<file path="src/rtl/standby_seq.sv">
module standby_seq #(
  parameter int FLUSH_SHORT = 32,
  parameter int FLUSH_LONG  = 64,
  parameter int RES_FAST    = 100,
  parameter int RES_SLOW    = 1125,
  parameter int QW          = 6
) (
  input  logic          clk,
  input  logic          rst,
  input  logic          idle_req,
  input  logic          wake_in,
  input  logic          qual_en,
  input  logic [QW-1:0] qual_cnt,
  input  logic          clk_div,
  input  logic          flash_sleep,
  input  logic          wake_irq_en,
  output logic          sys_clk_en,
  output logic          periph_clk_en,
  output logic          pll_clk_en,
  output logic          wdog_clk_en,
  output logic [1:0]    status,
  output logic          resume,
  output logic          wake_irq
);
  localparam int CMAX = (RES_SLOW > FLUSH_LONG) ? RES_SLOW : FLUSH_LONG;
  localparam int CW   = $clog2(CMAX + 1);
  localparam int NW   = QW + 1;

  localparam logic [1:0] S_RUN = 2'd0, S_FLUSH = 2'd1, S_STBY = 2'd2, S_WAKE = 2'd3;

  logic [1:0]    st;
  logic [CW-1:0] cnt;
  logic [NW-1:0] qcnt;
  logic          s1, s2;
  logic [CW-1:0] flen, rlen;
  logic [NW-1:0] need;

  assign flen = clk_div ? CW'(FLUSH_LONG) : CW'(FLUSH_SHORT);
  assign rlen = flash_sleep ? CW'(RES_SLOW) : CW'(RES_FAST);
  assign need = qual_en ? NW'(2) + NW'(qual_cnt) : NW'(3);

  assign status        = st;
  assign sys_clk_en    = (st == S_RUN) || (st == S_FLUSH);
  assign periph_clk_en = (st == S_RUN) || (st == S_FLUSH);
  assign pll_clk_en    = 1'b1;
  assign wdog_clk_en   = 1'b1;

  always_ff @(posedge clk) begin
    if (rst) begin
      s1 <= 1'b0;
      s2 <= 1'b0;
    end else begin
      s1 <= wake_in;
      s2 <= s1;
    end
  end

  always_ff @(posedge clk) begin
    if (rst) begin
      st       <= S_RUN;
      cnt      <= '0;
      qcnt     <= '0;
      resume   <= 1'b0;
      wake_irq <= 1'b0;
    end else begin
      resume   <= 1'b0;
      wake_irq <= 1'b0;
      case (st)
        S_RUN: begin
          cnt  <= '0;
          qcnt <= '0;
          if (idle_req) st <= S_FLUSH;
        end
        S_FLUSH: begin
          if (cnt == flen - CW'(1)) begin
            st  <= S_STBY;
            cnt <= '0;
          end else begin
            cnt <= cnt + CW'(1);
          end
        end
        S_STBY: begin
          if (!s2) begin
            qcnt <= '0;
          end else if (qcnt == need - NW'(1)) begin
            st   <= S_WAKE;
            qcnt <= '0;
            cnt  <= '0;
          end else begin
            qcnt <= qcnt + NW'(1);
          end
        end
        default: begin
          if (cnt == rlen - CW'(1)) begin
            st       <= S_RUN;
            cnt      <= '0;
            resume   <= 1'b1;
            wake_irq <= wake_irq_en;
          end else begin
            cnt <= cnt + CW'(1);
          end
        end
      endcase
    end
  end

  p_flush_hold_r1: assert property (@(posedge clk) disable iff (rst)
    (st == S_FLUSH && cnt != flen - CW'(1)) |=> st == S_FLUSH);

  p_gated_in_standby_r2: assert property (@(posedge clk) disable iff (rst)
    (status == S_STBY) |-> (!periph_clk_en && !sys_clk_en && pll_clk_en && wdog_clk_en));

  p_no_unqualified_exit_r5: assert property (@(posedge clk) disable iff (rst)
    (st == S_STBY && !s2) |=> st == S_STBY);

  p_resume_after_wake_r6: assert property (@(posedge clk) disable iff (rst)
    resume |-> (st == S_RUN && $past(st) == S_WAKE));

  p_irq_with_resume_r7: assert property (@(posedge clk) disable iff (rst)
    wake_irq |-> resume);

  p_idle_ignored_r8: assert property (@(posedge clk) disable iff (rst)
    (st == S_STBY && idle_req && !s2) |=> st == S_STBY);
endmodule

</file>
<file path="config.mk">
export PLATFORM = sky130hd
export DESIGN_NAME = standby_seq
export DESIGN_NICKNAME = d
export VERILOG_FILES = /design/src/rtl/standby_seq.sv
export SDC_FILE = /design/constraint.sdc
export NUM_CORES = 1
export LEC_CHECK = 0
export BUFFER_PORTS_ARGS = -buffer_cell sky130_fd_sc_hd__buf_2
export CAP_MARGIN = 20
export CORE_MARGIN = 2
export CORE_UTILIZATION = 59
export CTS_CLUSTER_DIAMETER = 50
export DETAILED_ROUTE_END_ITERATION = 6
export GPL_ROUTABILITY_DRIVEN = 0
export GPL_TIMING_DRIVEN = 0
export PLACE_DENSITY = 0.82
export SLEW_MARGIN = 5
export SYNTH_ARGS = -nofsm -noshare
export SYNTH_HDL_FRONTEND = slang
export SYNTH_SLANG_ARGS = --single-unit
</file>
<file path="constraint.sdc">
create_clock -name clk -period 5.05 [get_ports clk]
set_input_delay 0.2525 -clock clk [delete_from_list [all_inputs] [get_ports clk]]
set_output_delay 0.2525 -clock clk [all_outputs]
set_load 0.01 [all_outputs]
</file>
==> impl_metrics.tcl <==
set metrics [dict create \
    status "complete, no violations" \
    clock-sinks 24 \
    min_to "s1" \
    grt_overflow_total 0 \
    finalMaxSlewViolations 0 \
    dp.final_hpwl_um 2640 \
    fp-row-count 19 \
    clkPwrFrac_pct 25.0 \
    synth_edf_count 0 \
    dieHeight_um 57.1 \
    max_freq_ghz 0.387 \
    grt_pass1_wl_um 5940 \
    routed.top_layer "met4" \
    synth_common_cells "dfxtp_1 (24), nor2_1 (18), a21oi_1 (11), nand2_1 (10)" \
    relSlewSlack_pct 55.9 \
    netlist_instances 191 \
    wl_per_cell_um 14.1 \
    hold_start "wake_in" \
    syn_area_per_cell_um2 8.71 \
    hp-class "in2reg" \
    drive_gt1_share_pct 19.5 \
    yosysWarnings 0 \
    dr.pass1.iters 6 \
    dr_wl_met3_um 118 \
    die_x_um 57.1 \
    switching_share_pct 34.9 \
    cts_tree "done" \
    crit_arrival_ns 2.85 \
    grtUsageTotal_pct 22.4 \
    core-area_um2 2710 \
    drt_iter0_markers 38 \
    yosys.area.top_type "dfxtp_1" \
    ctsHoldBuffers 0 \
    setup_ws_ns 2.47 \
    cts_buffers 3 \
    place_ws_ns 2.13 \
    r2r_cells 8 \
    irDropWorstVdd_mv 0.293 \
    finalSetupViolations 0 \
    tns_ns 0 \
    io_pins 22 \
    r2r-start "qcnt[2]" \
    route.vias.total 1470 \
    synth_most_common_cell "dfxtp_1" \
    fillerInstances 226 \
    n_antenna_cell 0 \
    portBuffers 19 \
    hold_viol_final 0 \
    grt_pass1_vias 1421 \
    dieArea_um2 3260 \
    start_util_pct 61.4 \
    htree_levels 1 \
    cts_setup_buffers 0 \
    cp.required_ns 5.31 \
    worstMarginPinSlew_ns 0.656 \
    crit_path_start_kind "primary input" \
    p_seq_share_pct 38.2 \
    synth.distinct_cells 52 \
    post-route-period-util_pct 51.2 \
    ys_async_sr_fraction_pct 0 \
    period_minus_slack_ns 2.58 \
    cts_resized 0 \
    via_per_inst 5.98 \
    crit_type "in2reg" \
    power.switching_uw 197 \
    multiInputGateArea_um2 1110 \
    area_growth_pct 11.4 \
    grt_setup_unrepaired "false" \
    hold_ws_ns 0.125 \
    cp_max_fo 10 \
    routed_wirelength_um 3460 \
    ys_seq_elements 24 \
    p_leak_uw 0.000731 \
    cts.path.max_buffers 2 \
    internal_power_uw 368 \
    clk_pin_slew_ns 0.14 \
    regArea_um2 480 \
    r2r_end "cnt[7]" \
    end_kind "flip-flop" \
    antenna_found_initial 0 \
    power_density_nw_per_um2 305 \
    combPwrFrac_pct 36.8 \
    synth_area_leaders "dfxtp_1 (29%), ha_1 (6.0%), nor2_1 (4.1%)" \
    synth_area_um2 1660 \
    ys.flop_type "dfxtp_1" \
    cts-root-buf "clkbuf_4" \
    wl_met2_um 1850 \
    grt_max_degree 15 \
    wl_met1_um 1440 \
    fin_nets 238 \
    ant_nets 0 \
    final_core_util_pct 68.4 \
    yosysSeqAreaShare_pct 28.9 \
    yosys.area.top_type_share_pct 28.9 \
    min_path_cells 2 \
    drc 0 \
    clkLatencyLatePin_ns 0.33 \
    finClkSkew_ns 0.0155 \
    r2r_setup_slack_ns 2.61 \
    max_cap_viol_count 0 \
]
-- cells by family after synthesis --
group           count (synthesis)  share of synthesized area, %
compound gates                 40                          17.3
xor+xnor                       16                          10.4
fa+ha+maj                       8                          6.02
buf+inv                        15                          4.82
flops                          24                          28.9
mux                             7                          4.44
other cells                     1                         0.226
simple gates                   80                          27.9
-- sequential cells by signal, summed over array words and instances (netlist names) --
name / count
s1: 1
cnt: 11
wake_irq: 1
qcnt: 7
status: 2
s2: 1
resume: 1
-- worst max-delay path by stage --
stage,start,endpoint,slack [ns]
6_report,qual_en,cnt[7],2.47
5_1_grt,qual_en,cnt[10],2.28
4_1_cts,qual_en,cnt[7],2.47
3_5_place_dp,qual_en,cnt[10],2.13
3_3_place_gp,qual_en,cnt[10],2.20
2_1_floorplan,qual_en,cnt[7],2.48
-- layer usage --
metal	up-vias	track usage, %
met4	0	7.64
met5	-	0
met1	694	26.5
met2	34	41.5
met3	7	2.72
li1	735	-
-- placed cells by master (no fill, tap or decap), drive strengths merged, types with 2 or more instances in the layout --
master and count:
nor2 19, a21oi 12, and3 6, nor3 4, o2111ai 2, ha 8, nor2b 5, o31ai 3
nand2 10, nand4 5, a21o 2, or2b 2, or4 3, o21ai 8, nor4b 2, a211o 2
xnor2 8, nand3 7, nand2b 5, conb 2, xor2 7, buf 26, inv 8, nor3b 4
a2111oi 2, mux2i 7, dfxtp 24, clkbuf 3
-- power groups by stage --
stage / clock [uW] / combinational, uW / sequential (uW)
2_1_floorplan: 0 / 150 / 220
3_3_place_gp: 0 / 196 / 219
3_5_place_dp: 0 / 205 / 220
4_1_cts: 143 / 208 / 216
5_1_grt: 149 / 228 / 218
6_report: 141 / 208 / 216
-- critical path, stage by stage --
cell and delay (ns):
buf_2 0.11, buf_2 0.17, and2_1 0.16, ha_1 0.21
xor2_1 0.16, xnor2_1 0.13, a2111oi_0 0.43, and3_1 0.29
o211a_4 0.20, nor2_4 0.07, or4_4 0.52, a21oi_2 0.13
-- through the flow --
| stage | cells | instance area [um^2] | power (uW) |
|---|---|---|---|
| after floorplan | 192 | 1670 | 369 |
| after global placement | 242 | 1800 | 415 |
| after detailed placement | 242 | 1800 | 425 |
| after CTS | 246 | 1850 | 567 |
| after global routing | 246 | 1850 | 596 |
| final | 246 | 1850 | 564 |
-- layout make-up --
type	instances	area share [%]
Tap cell	31	2.09
Clock inverter	1	1.62
Timing Repair Buffer	19	5.13
Sequential cell	24	25.9
Clock buffer	3	1.22
Buffer	7	2.70
Multi-Input combinational cell	153	59.7
Inverter	8	1.62
Power figures use the tool's default switching activity.
